==> src/rtl/rprio_access_pkg.sv <==
package rprio_access_pkg;

  localparam int CODE_W = 5;
  localparam int LVL_W  = 2;

  // one-hot outcome bit positions
  localparam int BIT_UNDEF = 0;
  localparam int BIT_TRAP  = 1;
  localparam int BIT_VIRT  = 2;
  localparam int BIT_PHYS  = 3;
  localparam int BIT_NOHIT = 4;

  typedef enum logic [LVL_W-1:0] {
    LVL_EL0 = 2'd0,
    LVL_EL1 = 2'd1,
    LVL_EL2 = 2'd2,
    LVL_EL3 = 2'd3
  } excLevel_e;

  // strobes from control to datapath
  typedef struct packed {
    logic             load;
    logic             undef;
    logic             trap;
    logic             virt;
    logic             phys;
    logic             noHit;
    logic [LVL_W-1:0] tgtLevel;
  } ctrlStrobes_t;

endpackage

==> src/rtl/rprio_access_ctrl.sv <==
module rprio_access_ctrl
  import rprio_access_pkg::*;
#(
  parameter int                ENC_W         = 16,
  parameter logic [ENC_W-1:0]  MATCH_ENC     = 16'hC65B,
  parameter int                TRAP_PRIO_OPT = 1
) (
  input  logic             clk,
  input  logic             rstN,
  input  logic             reqValid,
  input  logic [ENC_W-1:0] reqEnc,
  input  logic [LVL_W-1:0] curLevel,
  input  logic             debugHalted,
  input  logic             secDebugDis,
  input  logic             el2Present,
  input  logic             el3Present,
  input  logic             el3IrqRoute,
  input  logic             el3FiqRoute,
  input  logic             enEl1,
  input  logic             enEl2,
  input  logic             enEl3,
  input  logic             el2TrapCommon,
  input  logic             el2FiqVirt,
  input  logic             el2IrqVirt,
  output ctrlStrobes_t     strobes
);

  localparam logic PRIO_BIT = (TRAP_PRIO_OPT != 0);

  logic encHit;
  logic bothRoutes;
  logic haltSdd;
  logic dbgUndef;
  logic el2Trap;
  logic el2Virt;

  assign encHit     = (reqEnc == MATCH_ENC);
  assign bothRoutes = el3Present & el3IrqRoute & el3FiqRoute;
  assign haltSdd    = debugHalted & secDebugDis;
  assign dbgUndef   = PRIO_BIT & haltSdd & bothRoutes;
  // EL2 conditions are false when EL2 is absent
  assign el2Trap    = el2Present & el2TrapCommon;
  assign el2Virt    = el2Present & (el2FiqVirt | el2IrqVirt);

  always_comb begin
    strobes      = '0;
    strobes.load = reqValid;
    if (!encHit) begin
      strobes.noHit = 1'b1;
    end else begin
      case (excLevel_e'(curLevel))
        LVL_EL0: strobes.undef = 1'b1;
        LVL_EL1: begin
          if (dbgUndef) begin
            strobes.undef = 1'b1;
          end else if (!enEl1) begin
            strobes.trap     = 1'b1;
            strobes.tgtLevel = LVL_EL1;
          end else if (el2Trap) begin
            strobes.trap     = 1'b1;
            strobes.tgtLevel = LVL_EL2;
          end else if (el2Virt) begin
            strobes.virt = 1'b1;
          end else if (bothRoutes) begin
            if (haltSdd) begin
              strobes.undef = 1'b1;
            end else begin
              strobes.trap     = 1'b1;
              strobes.tgtLevel = LVL_EL3;
            end
          end else begin
            strobes.phys = 1'b1;
          end
        end
        LVL_EL2: begin
          if (dbgUndef) begin
            strobes.undef = 1'b1;
          end else if (!enEl2) begin
            strobes.trap     = 1'b1;
            strobes.tgtLevel = LVL_EL2;
          end else if (bothRoutes) begin
            if (haltSdd) begin
              strobes.undef = 1'b1;
            end else begin
              strobes.trap     = 1'b1;
              strobes.tgtLevel = LVL_EL3;
            end
          end else begin
            strobes.phys = 1'b1;
          end
        end
        default: begin
          if (!enEl3) begin
            strobes.trap     = 1'b1;
            strobes.tgtLevel = LVL_EL3;
          end else begin
            strobes.phys = 1'b1;
          end
        end
      endcase
    end
  end

  // EL0 reads of the register are never anything but undefined
  p_el0_undef_r4: assert property (@(posedge clk) disable iff (!rstN)
    (reqValid && encHit && curLevel == LVL_EL0) |-> (strobes.undef && !strobes.trap));

  // with EL2 absent, EL1 never reaches EL2 trap or virtual read
  p_no_el2_r13: assert property (@(posedge clk) disable iff (!rstN)
    (reqValid && !el2Present && curLevel == LVL_EL1)
      |-> !strobes.virt && !(strobes.trap && strobes.tgtLevel == LVL_EL2));

  // EL3 reads never redirect to the virtual register or become undefined
  p_el3_plain_r11: assert property (@(posedge clk) disable iff (!rstN)
    (reqValid && encHit && curLevel == LVL_EL3) |-> !strobes.virt && !strobes.undef);

  // a non-matching encoding yields no other outcome
  p_nohit_alone_r3: assert property (@(posedge clk) disable iff (!rstN)
    (reqValid && !encHit) |-> !(strobes.undef | strobes.trap | strobes.virt | strobes.phys));

endmodule

==> src/rtl/rprio_access_dp.sv <==
module rprio_access_dp
  import rprio_access_pkg::*;
#(
  parameter int               SYN_W   = 6,
  parameter logic [SYN_W-1:0] TRAP_EC = 6'h18
) (
  input  logic              clk,
  input  logic              rstN,
  input  ctrlStrobes_t      strobes,
  output logic              rspValid,
  output logic [CODE_W-1:0] rspCode,
  output logic [LVL_W-1:0]  rspTarget,
  output logic [SYN_W-1:0]  rspSyndrome
);

  logic [CODE_W-1:0] nextCode;

  always_comb begin
    nextCode            = '0;
    nextCode[BIT_UNDEF] = strobes.undef;
    nextCode[BIT_TRAP]  = strobes.trap;
    nextCode[BIT_VIRT]  = strobes.virt;
    nextCode[BIT_PHYS]  = strobes.phys;
    nextCode[BIT_NOHIT] = strobes.noHit;
  end

  always_ff @(posedge clk or negedge rstN) begin
    if (!rstN) begin
      rspValid    <= 1'b0;
      rspCode     <= '0;
      rspTarget   <= '0;
      rspSyndrome <= '0;
    end else begin
      rspValid <= strobes.load;
      if (strobes.load) begin
        rspCode     <= nextCode;
        rspTarget   <= strobes.trap ? strobes.tgtLevel : '0;
        rspSyndrome <= strobes.trap ? TRAP_EC : '0;
      end
    end
  end

  // every response carries exactly one outcome
  p_onehot_r2: assert property (@(posedge clk) disable iff (!rstN)
    rspValid |-> ($countones(rspCode) == 1));

  // traps carry the fixed class and a nonzero target
  p_trap_class_r12: assert property (@(posedge clk) disable iff (!rstN)
    (rspValid && rspCode[BIT_TRAP]) |-> (rspSyndrome == TRAP_EC && rspTarget != '0));

  // non-trap outcomes carry no class and no target
  p_quiet_class_r12: assert property (@(posedge clk) disable iff (!rstN)
    (rspValid && !rspCode[BIT_TRAP]) |-> (rspSyndrome == '0 && rspTarget == '0));

  // outputs hold while no request is sampled
  p_hold_r2: assert property (@(posedge clk) disable iff (!rstN)
    !strobes.load |=> ($stable(rspCode) && $stable(rspTarget) && $stable(rspSyndrome) && !rspValid));

endmodule

==> src/rtl/rprio_access_decoder.sv <==
module rprio_access_decoder
  import rprio_access_pkg::*;
#(
  parameter int TRAP_PRIO_OPT = 1
) (
  input  logic        clk,
  input  logic        rstN,
  input  logic        reqValid,
  input  logic [15:0] reqEnc,
  input  logic [1:0]  curLevel,
  input  logic        debugHalted,
  input  logic        secDebugDis,
  input  logic        el2Present,
  input  logic        el3Present,
  input  logic        el3IrqRoute,
  input  logic        el3FiqRoute,
  input  logic        enEl1,
  input  logic        enEl2,
  input  logic        enEl3,
  input  logic        el2TrapCommon,
  input  logic        el2FiqVirt,
  input  logic        el2IrqVirt,
  output logic        rspValid,
  output logic [4:0]  rspCode,
  output logic [1:0]  rspTarget,
  output logic [5:0]  rspSyndrome
);

  ctrlStrobes_t strobes;

  rprio_access_ctrl #(
    .ENC_W(16), .MATCH_ENC(16'hC65B), .TRAP_PRIO_OPT(TRAP_PRIO_OPT)
  ) ctrl_i (
    .clk(clk), .rstN(rstN), .reqValid(reqValid), .reqEnc(reqEnc),
    .curLevel(curLevel), .debugHalted(debugHalted), .secDebugDis(secDebugDis),
    .el2Present(el2Present), .el3Present(el3Present),
    .el3IrqRoute(el3IrqRoute), .el3FiqRoute(el3FiqRoute),
    .enEl1(enEl1), .enEl2(enEl2), .enEl3(enEl3),
    .el2TrapCommon(el2TrapCommon), .el2FiqVirt(el2FiqVirt), .el2IrqVirt(el2IrqVirt),
    .strobes(strobes)
  );

  rprio_access_dp #(
    .SYN_W(6), .TRAP_EC(6'h18)
  ) dp_i (
    .clk(clk), .rstN(rstN), .strobes(strobes),
    .rspValid(rspValid), .rspCode(rspCode),
    .rspTarget(rspTarget), .rspSyndrome(rspSyndrome)
  );

endmodule

==> config.mk <==
export PLATFORM = sky130hd
export DESIGN_NAME = rprio_access_decoder
export DESIGN_NICKNAME = d
export VERILOG_FILES = /design/src/rtl/rprio_access_pkg.sv /design/src/rtl/rprio_access_ctrl.sv /design/src/rtl/rprio_access_dp.sv /design/src/rtl/rprio_access_decoder.sv
export SDC_FILE = /design/constraint.sdc
export NUM_CORES = 1
export LEC_CHECK = 0
export BUFFER_PORTS_ARGS = -buffer_cell sky130_fd_sc_hd__buf_2
export CAP_MARGIN = 20
export CORE_MARGIN = 2
export CORE_UTILIZATION = 30
export CTS_CLUSTER_SIZE = 12
export DETAILED_ROUTE_END_ITERATION = 8
export GPL_TIMING_DRIVEN = 1
export PLACE_DENSITY = 0.71
export SLEW_MARGIN = 15
export SYNTH_ARGS = -nofsm -noshare
export SYNTH_HDL_FRONTEND = slang
export SYNTH_SLANG_ARGS = --single-unit
export TNS_END_PERCENT = 100
==> constraint.sdc <==
create_clock -name clk -period 0.8 [get_ports clk]
set_input_delay 0.12 -clock clk [delete_from_list [all_inputs] [get_ports clk]]
set_output_delay 0.12 -clock clk [all_outputs]
set_load 0.05 [all_outputs]
=== Word level (Yosys, flattened, before mapping) ===
Cells that the tools add are included.

* Register bits: 14
* Bits of input ports: 33
* Output and inout port bits: 14

* Equality and inequality tests: 3
* Mux-type cells: 42
* Bitwise operators: 7
* Reduce and logical (&&, ||, !) cells: 1

{| class="wikitable"
|+ Operators with widths
! cell !! number
|-
| $mux 2 || 15
|-
| $mux 1 || 20
|-
| $eq 16x16->1 const B || 1
|-
| $pmux 1 s3 || 3
|-
| $and 1x1->1 || 6
|-
| $pmux 2 s3 || 1
|-
| $mux 5 || 1
|-
| $mux 4 || 1
|-
| $mux 3 || 1
|-
| $eq 2x1->1 const B || 1
|-
| $eq 2x2->1 const B || 1
|-
| $logic_not 2->1 || 1
|-
| $or 1x1->1 || 1
|}

=== Longest topological paths before layout ===
Gate-level depths: netlist of run 1.

* Depth after elaboration: 10
* Depth in mapped cells: 6
* Gate-level depth less buffers: 6

=== By module ===
Synthesis of run 1 repeated with hierarchy kept, for this count alone.

* Cell total of the unflattened synthesis: 68
* Area, all modules: 655.6 um^2

{| class="wikitable"
|+ By module, submodules not included
! module !! times used !! cells each !! area each (um^2) !! sequential area each (um^2)
|-
| rprio_access_dp || 1 || 27 || 362.8 || 200.2
|-
| rprio_access_ctrl || 1 || 41 || 292.8 || 0.0
|}

=== Worst setup path after synthesis of run 1 ===
No wires, ideal clock.

* Path type: input-to-reg
* Start point: input port reqEnc[5]
* End point: register dp_i.rspCode[1]
* Setup time: 0.101 ns
* Data arrival time: 1.278 ns
* Required time: 0.699 ns
* Path slack: -0.578 ns
* Stages: 5
* Cells stage by stage: and4bb_1 -> nand3_1 -> or4_4 -> buf_6 -> o32ai_1

* Word-level cells in the longest chain between the ends: 2

{| class="wikitable"
|+ Ends and longest elaborated chain
! what !! line !! RTL
|-
| start: declaration || rprio_access_decoder.sv:9 || <nowiki>input logic [15:0] reqEnc,</nowiki>
|-
| $eq 16x16->1 || rprio_access_ctrl.sv:37 || <nowiki>assign encHit = (reqEnc == MATCH_ENC);</nowiki>
|-
| $mux 4 || rprio_access_ctrl.sv:48 || <nowiki>if (!encHit) begin</nowiki>
|-
| end signal: assignment || rprio_access_dp.sv:36 || <nowiki>rspCode <= nextCode;</nowiki>
|-
| end: declaration || rprio_access_dp.sv:11 || <nowiki>output logic [CODE_W-1:0] rspCode,</nowiki>
|}

No other way between the ends.
A chain may end at the register's enable or synchronous reset.

=== Worst setup path after layout of run 1 ===
* Start point: input port reqEnc[11]
* End point: register dp_i.rspTarget[0]

* Word-level cells in the longest chain between the ends: 3
* Elaborated cells between the ends (all ways): 4

{| class="wikitable"
|+ Ends and longest elaborated chain
! what !! line !! RTL
|-
| $eq 16x16->1 (*) || rprio_access_ctrl.sv:37 ||
|-
| $mux 2 / $mux 4 (equally long branches) || rprio_access_ctrl.sv:48 ||
|-
| $mux 2 (*) || rprio_access_dp.sv:37 || <nowiki>rspTarget <= strobes.trap ? strobes.tgtLevel : '0;</nowiki>
|-
| end signal: assignment || rprio_access_dp.sv:37 ||
|-
| end: declaration || rprio_access_dp.sv:12 || <nowiki>output logic [LVL_W-1:0] rspTarget,</nowiki>
|}

Mark *: on every way between the ends. The rest lies on a longest branch, timed or not.

==> results of run 1 <==
-- where the power goes --
group	total (mW)	leakage, nW	internal, mW	switching, mW
Sequential	0.410	0.104	0.408	0.00142
Clock	0.297	0.0138	0.171	0.126
Combinational	0.359	0.452	0.172	0.187
-- state kept, by name, summed over array words and instances (netlist names) --
name and flops:
dp_i.rspCode 5, dp_i.rspValid 1, dp_i.rspTarget 2
-- routing by layer --
metal  global-route usage  vias to the layer above  part of all wire
met1                0.187                      374              0.36
met2                0.316                       33              0.57
met4               0.0721                        0             0.017
met3               0.0702                        7             0.054
met5                    0                        -                 0
li1                     -                      378                 -
-- cells by family (layout without fill, tap and decap cells) --
kind of cell / Yosys count / after routing / share of synthesized area
AO/OA/AOI/OAI: 21 / 21 / 0.263
adder cells (fa/ha/maj): 4 / 4 / 0.0758
buffers and inverters: 17 / 76 / 0.153
flip-flops: 8 / 8 / 0.303
multiplexers: 1 / 1 / 0.0170
other: 1 / 4 / 0.00568
AND/OR/NAND/NOR: 19 / 19 / 0.182
-- placed cells by master (no fill, tap or decap), types with 3 or more instances in the layout --
cell type	n
dfrtp_1	8
clkbuf_4	3
conb_1	4
nand2_1	5
nand3_1	4
ha_1	3
buf_2	30
inv_1	9
buf_6	12
buf_4	21
o32ai_2	5
-- worst max-delay path by stage --
stage,startpoint,end,slack [ns],cells after the start
floorplan,reqEnc[5],dp_i.rspCode[2],-0.57,5
global route,reqEnc[11],dp_i.rspTarget[0],-0.44,5
detailed placement,reqEnc[5],dp_i.rspTarget[0],-0.69,5
finish,reqEnc[11],dp_i.rspTarget[0],-0.43,5
global placement,reqEnc[5],dp_i.rspCode[0],-0.65,5
CTS,reqEnc[13],dp_i.rspTarget[0],-0.41,5
-- what timing repair did --
item,4_1_cts,5_1_grt
buffers inserted,2,2
setup endpoints to repair,17,17
pin swaps,10,3
gates resized for setup,26,2
hold endpoints to repair,8,0
hold buffers,1,0
-- through the flow --
step                      hold WS, ns  setup slack (ns)   util
final                           0.187            -0.426  0.577
after global routing            0.168            -0.445  0.577
after CTS                       0.178            -0.409  0.565
after detailed placement      -0.0310            -0.695  0.494
after global placement        -0.0322            -0.654  0.494
after floorplan                -0.176            -0.571      -
-- cell type report --
type / count / share of cell area
clock buffer: 3 / 0.0193
inverter: 9 / 0.0290
multi-input combinational: 49 / 0.363
sequential: 8 / 0.172
tap: 27 / 0.0290
timing repair buffer: 64 / 0.388
-- synthesized netlist by cell type (all sizes together) --
cell type / number
inv: 9
buf: 8
dfrtp: 8
nand2: 5
o32ai: 5
ha: 4
nand3: 4
and4bb: 3
a221oi: 2
nor2: 2
o21a: 2
o21ai: 2
o22ai: 2
a211oi: 1
a21boi: 1
a21oi: 1
a311oi: 1
a31oi: 1
a41oi: 1
and2: 1
and3: 1
conb: 1
mux2: 1
nand2b: 1
nor2b: 1
o211ai: 1
o31a: 1
or4: 1
==> reports/metrics.yaml, run 1 <==
critPathKind: "input pin to flop"
start_kind: "input pin"
finClkSkew_ns: 0
fin_nets: 172
worstHoldStart: "reqValid"
powerDensity_mw_per_mm2: 913
r2r_end: "dp_i.rspCode[4]"
die_w_um: 50.9
routed_wl_mm: 2.12
yosysTopAreaCell: "dfrtp_1"
placementRows: 16
cpMaxStageDelayCell: "or4_4"
dieHeight_um: 50.9
crit_path_end_kind: "flop"
min_period_ns: 1.23
routed_via_density: 4.95
multi_input_area_um2: 423
numPortBuffers: 42
cts_tree: "yes"
n_fill_cell: 169
regToRegSetupSlack_ns: -0.02
post_drt_wl_per_cell_um: 13.3
synth_top_area_share: 0.303
syn_inst: 71
fin_area_mm2: 0.00117
final.setup.tns_ns: -4.01
hold_class: "input pin to flop"
status: "complete, but fails checks"
synth_cell_types: 31
critPathTopFamily: "simple AND/OR/NAND/NOR gates"
drt_iter0_drc: 23
min_path_cells: 2
grt_max_degree: 9
avgSynthCellArea_um2: 9.30
area_growth_pct: 76.5
p_leak_nw: 0.570
grt_pass1_wl_mm: 3.45
via_count: 792
place_congestion: 0.769
crit_buf_inv: 1
finalCritPeriodShare: 1.53
clk_pin_slew_ns: 0.05
clkLatencyLatePin_ns: 0.25
clkSinkCount: 8
rsz0062_at_grt: "yes"
synth_area_leaders: "dfrtp_1, ha_1, buf_4"
crit_arrival_ns: 1.38
cp.required_ns: 0.95
syn_area_um2: 661
rr_worst_depth: 2
grt_pass1_vias: 797
power.total_mw: 1.07
drv_cap: 0
pin_count: 47
placed_cells: 152
yosysWarningCount: 0
drive_gt1_frac: 0.594
violations: "negative setup slack"
grt_use_total: 0.179
drtPass1Iterations: 4
drc: 0
final-hold-violation-count: 0
path_max_fanout: 7
n_antenna_cell: 0
ant_nets: 0
ir_drop_mv: 0.801
final-setup-viol-count: 17
max-clock-path-buffers: 2
max_freq_mhz: 816
dieArea_mm2: 0.00259
reg2reg_from: "dp_i.rspCode[4]"
initial_core_util: 0.327
coreArea_mm2: 0.00202
cts_buffers: 3
antenna_found_initial: 0
detailed_place_hpwl_mm: 1.64
crit_chain: "buf_6, and4bb_2, nand2_1, or4_4, o32ai_2"
slew_viol_final: 0
min_to: "dp_i.rspValid"
layout.cells.non_filler: 160
ys_seq_elements: 8
dpl-instance-area_um2: 998
cpPeakStageDelay_ns: 0.56
grt_remaining_overflow: 0
timing.final.ws_setup_ns: -0.426
seqCellArea_um2: 200
synth_seq_area_share: 0.303
clockRootBuffer: "clkbuf_4"
htreeDepth: 1
No activity file was read; power rests on OpenSTA's default activity.
==> run 2, diff against run 1 <==
- CTS_BUF_LIST: unset -> sky130_fd_sc_hd__clkbuf_16
- TNS_END_PERCENT: 100 -> 1
==> reports/metrics.yaml, run 2 (same netlist as run 1, synthesis figures left out) <==
grt_pass1_vias: 745  # was 797
status: "complete, but fails checks"  # unchanged
fin_nets: 164  # was 172
layout_commonest_cell: "buf_2"  # unchanged
max_freq_mhz: 812  # was 816 MHz
cpMaxStageDelayCell: "or4_4"  # unchanged
initial_core_util: 0.327  # unchanged
start_kind: "input pin"  # unchanged
n_fill_cell: 202  # was 169
grt_pass1_wl_mm: 3.01  # was 3.45 mm
drv_cap: 0  # unchanged
die_w_um: 50.9  # unchanged
drtPass1Iterations: 4  # unchanged
detailed_place_hpwl_mm: 1.46  # was 1.64 mm
ir_drop_mv: 0.984  # was 0.801 mV
hold_class: "input pin to flop"  # unchanged
cp.required_ns: 0.93  # was 0.95 ns
post-place-ws_ns: -0.685  # was -0.695 ns
dieArea_mm2: 0.00259  # unchanged
p_switching_uw: 353  # was 314 uW
final-setup-viol-count: 17  # unchanged
clkLatencyLatePin_ns: 0.23  # was 0.25 ns
met1_usage: 0.165  # was 0.187
coreArea_mm2: 0.00202  # unchanged
routed_via_density: 4.82  # was 4.95
placed_cells: 148  # was 152
timing.final.ws_setup_ns: -0.431  # was -0.426 ns
placementRows: 16  # unchanged
crit_path_end_kind: "flop"  # unchanged
final_cell_mix: "buf_2, buf_4, inv_1"  # was buf_2, buf_4, buf_6
antenna_found_initial: 0  # unchanged
layout.cells.non_filler: 152  # was 160
powerDensity_mw_per_mm2: 1390  # was 913 mW/mm^2
grt.met3_usage: 0.0468  # was 0.0702
fin_util: 0.558  # was 0.577
clkSinkCount: 8  # unchanged
place_congestion: 0.767  # was 0.769
internal_power_mw: 1.21  # was 751 uW
critPathKind: "input pin to flop"  # unchanged
gr-usage-met2: 0.279  # was 0.316
fin_area_mm2: 0.00113  # was 0.00117 mm^2
final-hold-violation-count: 0  # unchanged
cpPeakStageDelay_ns: 0.56  # about the same
clk_pin_slew_ns: 0.03  # was 0.05 ns
drive_gt1_frac: 0.552  # was 0.594
post_drt_wl_per_cell_um: 11.5  # was 13.3 um
grt_use_total: 0.154  # was 0.179
largest-register: "dp_i.rspCode"  # unchanged
crit_chain: "buf_6, and4bb_1, nand3_1, or4_4, o32ai_2"  # was buf_6, and4bb_2, nand2_1, or4_4, o32ai_2
clockRootBuffer: "clkbuf_16"  # was clkbuf_4
numPortBuffers: 42  # unchanged
dpl-instance-area_um2: 968  # was 998 um^2
min_period_ns: 1.23  # about the same
rsz0062_at_grt: "yes"  # unchanged
p_clk_frac: 0.525  # was 0.278
power.total_mw: 1.56  # was 1.07 mW
area_growth_pct: 70.8  # was 76.5%
p_leak_nw: 0.548  # was 0.570 nW
routed_wl_mm: 1.75  # was 2.12 mm
path_max_fanout: 7  # unchanged
cts_tree: "yes"  # unchanged
ant_nets: 0  # unchanged
grt_remaining_overflow: 0  # unchanged
finClkSkew_ns: 0  # unchanged
switching_share: 0.226  # was 0.295
via_count: 732  # was 792
crit_arrival_ns: 1.36  # was 1.38 ns
grt_max_degree: 9  # unchanged
drc: 0  # unchanged
p_comb_frac: 0.212  # was 0.337
cts_buffers: 3  # unchanged
largest_reg_flops: 5  # unchanged
slew_viol_final: 0  # unchanged
htreeDepth: 1  # unchanged
max-clock-path-buffers: 2  # unchanged
pin_count: 47  # unchanged
finalCritPeriodShare: 1.54  # was 1.53
n_antenna_cell: 0  # unchanged
busiest_layer: "met2"  # unchanged
top_regs: "dp_i.rspCode: 5 flops, dp_i.rspTarget: 2 flops, dp_i.rspValid: 1 flops"  # unchanged
drt_iter0_drc: 11  # was 23
dieHeight_um: 50.9  # unchanged
p_seq_frac: 0.263  # was 0.384
violations: "negative setup slack"  # unchanged
-- run 2: changes by cell type in the layout (fill, tap and decap cells not counted) --
cell,change
mux2_2,+1
buf_6,-4
mux2_4,-1
o22ai_1,+1
ha_1,+1
clkbuf_16,+3
o22ai_2,-1
ha_2,-1
clkbuf_4,-3
buf_4,-5
buf_2,+1
-- run 2: per-layer routing --
metal	part of all wire	wire length (um)	vias to the layer above
met4	0.0069	12	0
met3	0.072	126	2
met2	0.54	947	36
li1	-	-	362
met1	0.38	663	332
met5	0	0	-
-- run 2: final timing paths --
path	end	startpoint	cells past startpoint	slack, ns
min in group asynchronous	dp_i.rspTarget[0]	rstN	2	0.27
max reg2reg	dp_i.rspCode[4]	dp_i.rspCode[4]	1	0.12
min reg2reg	dp_i.rspCode[4]	dp_i.rspCode[4]	1	0.52
min	dp_i.rspValid	reqValid	2	0.20
max	dp_i.rspCode[0]	reqEnc[5]	5	-0.43
max in group asynchronous	dp_i.rspCode[0]	rstN	2	0.36
-- run 2: stage by stage --
stage	setup TNS, ns	hold slack, ns
after floorplan	-4.21	-0.176
after CTS	-3.85	0.196
final	-3.75	0.199
after global placement	-4.22	-0.0345
after global routing	-4.36	0.213
after detailed placement	-4.45	-0.0294
-- run 2: timing repair --
action,in CTS,in global routing
buffers inserted,0,0
endpoints found under the setup margin,17,17
endpoints found under the hold margin,8,0
hold buffers,1,0
pin swaps,0,0
gates resized for setup,19,2
-- run 2: cell type report --
class	count	area (um^2)	share of cell area
Sequential cell	8	200	0.177
Timing Repair Buffer	56	375	0.333
Multi-Input combinational cell	49	410	0.364
Inverter	9	33.8	0.0299
Tap cell	27	33.8	0.0299
Clock buffer	3	75.1	0.0665
-- run 2: critical path: cells and delay by family --
kind                   cells  cell delay, ns
AND/OR/NAND/NOR            3            0.88
buffers and inverters      1            0.09
AO/OA/AOI/OAI              1            0.28
-- run 2: power by group through the flow --
stage	sequential, mW	clock (mW)	combinational, mW
after detailed placement	0.415	0	0.311
after floorplan	0.425	0	0.154
after CTS	0.411	0.835	0.327
after global routing	0.411	0.869	0.365
final	0.411	0.821	0.332
after global placement	0.415	0	0.302
